<file path="config.mk">
export PLATFORM = sky130hd
export DESIGN_NAME = uart_irq_agg
export DESIGN_NICKNAME = d
export VERILOG_FILES = /design/src/rtl/uart_irq_pkg.sv /design/src/rtl/uart_irq_edge.sv /design/src/rtl/uart_irq_status.sv /design/src/rtl/uart_irq_regs.sv /design/src/rtl/uart_irq_agg.sv
export SDC_FILE = /design/constraint.sdc
export NUM_CORES = 1
export LEC_CHECK = 0
export ABC_AREA = 1
export BUFFER_PORTS_ARGS = -buffer_cell sky130_fd_sc_hd__buf_2
export CORE_AREA = 2 2 54 46
export CTS_CLUSTER_DIAMETER = 150
export DETAILED_ROUTE_END_ITERATION = 10
export DIE_AREA = 0 0 56 48
export GPL_TIMING_DRIVEN = 0
export PLACE_DENSITY = 0.9
export REMOVE_ABC_BUFFERS = 1
export SLEW_MARGIN = 20
export SYNTH_ARGS = -nofsm -noshare
export SYNTH_HDL_FRONTEND = slang
export SYNTH_SLANG_ARGS = --single-unit
</file>
<file path="constraint.sdc">
create_clock -name clk -period 2.9 [get_ports clk]
set_input_delay 0.145 -clock clk [delete_from_list [all_inputs] [get_ports clk]]
set_output_delay 0.145 -clock clk [all_outputs]
set_load 0.005 [all_outputs]
</file>
<file path="src/rtl/uart_irq_pkg.sv">
package uart_irq_pkg;

    localparam int NSRC = 7;

    typedef enum int unsigned {
        SRC_RX = 0,
        SRC_TX = 1,
        SRC_RT = 2,
        SRC_FE = 3,
        SRC_PE = 4,
        SRC_BE = 5,
        SRC_OE = 6
    } src_e;

    typedef enum logic [1:0] {
        ADDR_MASK = 2'd0,
        ADDR_RAW  = 2'd1,
        ADDR_MIS  = 2'd2,
        ADDR_CLR  = 2'd3
    } addr_e;

    typedef struct packed {
        logic set;
        logic clr;
    } lvl_evt_t;

    // Threshold in entries: select picks a number of eighths of the depth.
    function automatic int unsigned level_thr(input logic [2:0] sel, input int unsigned depth);
        int unsigned eighths;
        case (sel)
            3'd0:    eighths = 1;
            3'd1:    eighths = 2;
            3'd2:    eighths = 4;
            3'd3:    eighths = 6;
            3'd4:    eighths = 7;
            default: eighths = 4;
        endcase
        return (depth * eighths) / 8;
    endfunction

endpackage

</file>
<file path="src/rtl/uart_irq_edge.sv">
module uart_irq_edge
    import uart_irq_pkg::*;
#(
    parameter logic RST_PREV = 1'b0
) (
    input  logic     clk,
    input  logic     rst,
    input  logic     cond,
    output lvl_evt_t evt
);
    logic prev_q;

    always_ff @(posedge clk) begin
        if (rst) prev_q <= RST_PREV;
        else     prev_q <= cond;
    end

    always_comb begin
        evt.set = cond & ~prev_q;
        evt.clr = ~cond;
    end
endmodule

</file>
<file path="src/rtl/uart_irq_status.sv">
module uart_irq_status #(
    parameter int N = 7
) (
    input  logic         clk,
    input  logic         rst,
    input  logic [N-1:0] hw_set,
    input  logic [N-1:0] hw_clr,
    input  logic [N-1:0] sw_clr,
    output logic [N-1:0] raw
);
    for (genvar i = 0; i < N; i++) begin : g_bit
        logic bit_q;
        always_ff @(posedge clk) begin
            if (rst)                        bit_q <= 1'b0;
            else if (hw_set[i])             bit_q <= 1'b1;
            else if (hw_clr[i] || sw_clr[i]) bit_q <= 1'b0;
        end
        assign raw[i] = bit_q;
    end
endmodule

</file>
<file path="src/rtl/uart_irq_regs.sv">
module uart_irq_regs
    import uart_irq_pkg::*;
#(
    parameter int N = 7
) (
    input  logic         clk,
    input  logic         rst,
    input  logic         reg_wr,
    input  logic [1:0]   reg_addr,
    input  logic [N-1:0] reg_wdata,
    input  logic [N-1:0] raw,
    output logic [N-1:0] mask,
    output logic [N-1:0] sw_clr,
    output logic [N-1:0] reg_rdata
);
    logic [N-1:0] mask_q;

    always_ff @(posedge clk) begin
        if (rst)                                   mask_q <= '0;
        else if (reg_wr && reg_addr == ADDR_MASK)  mask_q <= reg_wdata;
    end

    assign mask   = mask_q;
    assign sw_clr = (reg_wr && reg_addr == ADDR_CLR) ? reg_wdata : '0;

    always_comb begin
        case (reg_addr)
            ADDR_MASK: reg_rdata = mask_q;
            ADDR_RAW:  reg_rdata = raw;
            ADDR_MIS:  reg_rdata = raw & mask_q;
            default:   reg_rdata = '0;
        endcase
    end
endmodule

</file>
<file path="src/rtl/uart_irq_agg.sv">
module uart_irq_agg
    import uart_irq_pkg::*;
#(
    parameter int DEPTH  = 16,
    localparam int FILL_W = $clog2(DEPTH + 1)
) (
    input  logic              clk,
    input  logic              rst,
    input  logic              ev_overrun,
    input  logic              ev_break,
    input  logic              ev_parity,
    input  logic              ev_framing,
    input  logic              ev_rx_timeout,
    input  logic [FILL_W-1:0] rx_fill,
    input  logic [FILL_W-1:0] tx_fill,
    input  logic [2:0]        rx_sel,
    input  logic [2:0]        tx_sel,
    input  logic              fifo_en,
    input  logic              eot_mode,
    input  logic              ser_idle,
    input  logic              reg_wr,
    input  logic [1:0]        reg_addr,
    input  logic [NSRC-1:0]   reg_wdata,
    output logic [NSRC-1:0]   reg_rdata,
    output logic              irq
);
    logic [FILL_W-1:0] rx_thr, tx_thr;
    logic              rx_cond, tx_cond;
    lvl_evt_t          rx_evt, tx_evt;
    logic [NSRC-1:0]   hw_set, hw_clr, sw_clr, raw_q, mask_q;

    always_comb begin
        rx_thr  = fifo_en ? FILL_W'(level_thr(rx_sel, DEPTH)) : FILL_W'(1);
        tx_thr  = FILL_W'(level_thr(tx_sel, DEPTH));
        rx_cond = (rx_fill >= rx_thr);
        if (eot_mode)     tx_cond = ser_idle && (tx_fill == '0);
        else if (fifo_en) tx_cond = (tx_fill <= tx_thr);
        else              tx_cond = (tx_fill == '0);
    end

    uart_irq_edge #(.RST_PREV(1'b0)) rx_edge_i (
        .clk(clk), .rst(rst), .cond(rx_cond), .evt(rx_evt)
    );

    uart_irq_edge #(.RST_PREV(1'b1)) tx_edge_i (
        .clk(clk), .rst(rst), .cond(tx_cond), .evt(tx_evt)
    );

    always_comb begin
        hw_set         = '0;
        hw_clr         = '0;
        hw_set[SRC_RX] = rx_evt.set;
        hw_clr[SRC_RX] = rx_evt.clr;
        hw_set[SRC_TX] = tx_evt.set;
        hw_clr[SRC_TX] = tx_evt.clr;
        hw_set[SRC_RT] = ev_rx_timeout;
        hw_clr[SRC_RT] = (rx_fill == '0);
        hw_set[SRC_FE] = ev_framing;
        hw_set[SRC_PE] = ev_parity;
        hw_set[SRC_BE] = ev_break;
        hw_set[SRC_OE] = ev_overrun;
    end

    uart_irq_status #(.N(NSRC)) status_i (
        .clk(clk), .rst(rst), .hw_set(hw_set), .hw_clr(hw_clr),
        .sw_clr(sw_clr), .raw(raw_q)
    );

    uart_irq_regs #(.N(NSRC)) regs_i (
        .clk(clk), .rst(rst), .reg_wr(reg_wr), .reg_addr(reg_addr),
        .reg_wdata(reg_wdata), .raw(raw_q), .mask(mask_q),
        .sw_clr(sw_clr), .reg_rdata(reg_rdata)
    );

    assign irq = |(raw_q & mask_q);
endmodule

</file>
==> impl_metrics.yaml <==
run_status:
  outcome: "finished clean"
clock_network:
  ctsLongestPathBuffers: 2
  postCtsSetupBuffers: 0
  cts_resized: 0
  clk_latency_ns: 0.27
  postCtsHoldBufs: 0
  cts_tree: "yes"
  cts_htree_levels: 1
  clk_pin_slew_worst_paths_ns: 0.09
  cts_sinks: 16
  root_buffer: "clkbuf_4"
  cts_made_buffers: 3
hold_path:
  hold_path_class: "primary input to register"
  holdPathEnd: "status_i.g_bit[5].bit_q"
  worstHoldStart: "ev_break"
  hold_path_depth: 3
synthesis:
  yosysSeqAreaShare: 0.311
  ys_ff_latch: 16
  asyncSetResetFlopFracSynth: 0
  synth_top_area_cell: "dfxtp_1"
  yosys-top-cells-count: "nand2_1 (45), inv_1 (31), nor2_1 (19), dfxtp_1 (16), o21ai_0 (16)"
  synth.area.top_cells: "dfxtp_1 (31%), nand2_1 (16%), inv_1 (11%), ha_1 (8.5%), o21ai_0 (7.8%)"
  syn-cell-area_sq_um: 1030
  syn_inst: 167
  synth_cell_types: 18
  synth.avg_cell_area_sq_um: 6.17
  yosysMostFrequentCell: "nand2_1"
  synth-main-ff-cell: "dfxtp_1"
  synth_edf_count: 0
  synth_warnings: 0
  synth_top_cell_area_share: 0.311
die:
  io-pin-count: 44
  fp.coreArea_sq_um: 2100
  die_area_sq_um: 2690
  die_w_microns: 56
  initial_utilization: 0.490
  die_h_microns: 48
  rows: 15
route:
  wirelength_mm: 2.26
  viasPerCell: 4.72
  antenna_left: 0
  post_drt_wl_per_cell_microns: 9.53
  via_count: 1118
  drc: 0
  drt_pre_antenna_iters: 4
  drt-initial-drc-count: 34
setup_path:
  critPathLaunchType: "register"
  rrSetupSlack_ns: 2.19
  cp.arrival_ns: 1.18
  path_class: "register to output port"
  cp.required_ns: 2.76
  cp_top_family: "flip-flops"
  timing.rr.end: "status_i.g_bit[1].bit_q"
  critPathCaptureType: "output port"
  critPathMaxStageDelay_ns: 0.34
  cpMaxStageDelayCell: "dfxtp_1"
  cpMostUsedCell: "nand2_1"
  critPathBufInv: 1
  cp_cell_sequence: "nand2_1 > nand2_1 > a221oi_1 > nand2_1 > buf_2"
  ff2ff_path_depth: 4
  critPathMaxFanout: 3
  worst_r2r_startpoint: "status_i.g_bit[1].bit_q"
power:
  power_frac_comb: 0.241
  p_seq_frac: 0.520
  p_leak_nw: 0.795
  p_sw_frac: 0.288
  power.density_nw_per_um2: 364
  pwr-share-clk: 0.240
  peakVddDrop_mv: 0.354
  intPower_mw: 0.334
  finalPower_mw: 0.469
  netSwitchingPower_mw: 0.135
place:
  gp_congestion: 0.781
  detailed_place.area_sq_um: 1270
  dp_slack_ns: 1.46
  dpl.hpwl_mm: 1.84
  port_buffers: 43
grt:
  antenna_found_initial: 0
  grt-ovfl-total: 0
  first_global_vias: 898
  grt_pass1_wl_mm: 3.63
  grt_util_all_layers: 0.175
  grt_max_degree: 11
sta:
  final_hold_viol_count: 0
  fin_skew_ns: 0.000119
  period_share: 0.458
  timing.fmax_ghz: 0.752
  period_minus_slack_ns: 1.33
  setup_violations: 0
  fin_setup_tns_ns: 0
  slew_headroom: 0.827
  rsz0062_at_grt: "no"
  worstMarginPinSlew_ns: 0.259
  drv_slew: 0
  worst_slack_ns: 1.57
run:
  cap_violations: 0
final_layout:
  multi_input_area_sq_um: 576
  antenna_cells: 0
  fillers: 209
  drive_above_1_share: 0.236
  regArea_sq_um: 320
  nets: 257
  design_area_sq_um: 1290
  area_delta_synth_final_pct: 25.0
metal layers:
metal,GRT usage,share of wire,vias up
met4,0.0143,0.0062,0
met5,0,0,-
met2,0.318,0.47,25
met3,0.0622,0.056,2
met1,0.216,0.47,475
li1,-,-,616
cell type report:
| class | count | area share |
|---|---|---|
| multi-input cells | 117 | 0.447 |
| flip-flops and latches | 16 | 0.249 |
| repair buffers | 43 | 0.167 |
| inverters | 33 | 0.0961 |
| well taps | 25 | 0.0243 |
| clock buffers | 3 | 0.0175 |
registers in the layout, summed over array words and instances, names as in the netlist:
signal and flops:
regs_i.mask 7, rx_edge_i.prev_q 1, status_i.g_bit.bit_q 7, tx_edge_i.prev_q 1
worst max path at each step:
| stage | start | end | slack [ns] | depth (start not counted) |
|---|---|---|---|---|
| 6_report | status_i.g_bit[0].bit_q | irq | 1.57 | 5 |
| 5_1_grt | status_i.g_bit[0].bit_q | irq | 1.47 | 5 |
| 4_1_cts | status_i.g_bit[0].bit_q | irq | 1.56 | 5 |
| 3_5_place_dp | rx_sel[1] | status_i.g_bit[0].bit_q | 1.46 | 10 |
| 3_3_place_gp | rx_sel[1] | status_i.g_bit[0].bit_q | 1.52 | 10 |
| 2_1_floorplan | rx_sel[1] | status_i.g_bit[0].bit_q | 1.72 | 9 |
power by group through the flow:
stage | logic, mW | clock network [mW] | registers, mW
after floorplan | 0.0644 | 0 | 0.246
after global placement | 0.110 | 0 | 0.248
after detailed placement | 0.113 | 0 | 0.248
after CTS | 0.114 | 0.115 | 0.243
after global routing | 0.133 | 0.128 | 0.246
final | 0.113 | 0.112 | 0.243
cell usage in the layout (no fill, tap or decap):
master     n
nor2_1    19
clkbuf_4   3
o211ai_1   1
o21ai_0   16
dfxtp_1   16
nor3_1     1
a221oi_1   1
buf_2     43
o21ai_1    7
nand4_1    2
nor2_4     1
inv_2      2
nand3_1    4
ha_1       7
a21oi_1   11
or2_1      1
or2_2      1
inv_1     31
nand2_1   45
worst reg2reg max path: stages (launching register included):
cell and delay [ns]:
dfxtp_1 0.36, o21ai_0 0.11, nand2_1 0.07, nand2_1 0.04, nor2_1 0.09
cells by family (layout without fill, tap and decap cells):
family	Yosys count	after routing	share of synthesized area
AND/OR/NAND/NOR	74	74	0.292
flip-flops	16	16	0.311
adder cells (fa/ha/maj)	7	7	0.0849
AO/OA/AOI/OAI	36	36	0.181
buffers and inverters	34	79	0.131
stage by stage:
step           hold WS (ns)  std cells  utilization
2_1_floorplan         0.214        166            -
3_3_place_gp          0.359        234        0.602
3_5_place_dp          0.357        234        0.602
4_1_cts              0.0583        237        0.613
5_1_grt              0.0802        237        0.613
6_report             0.0584        237        0.613
(Power assumes the default switching activity.)
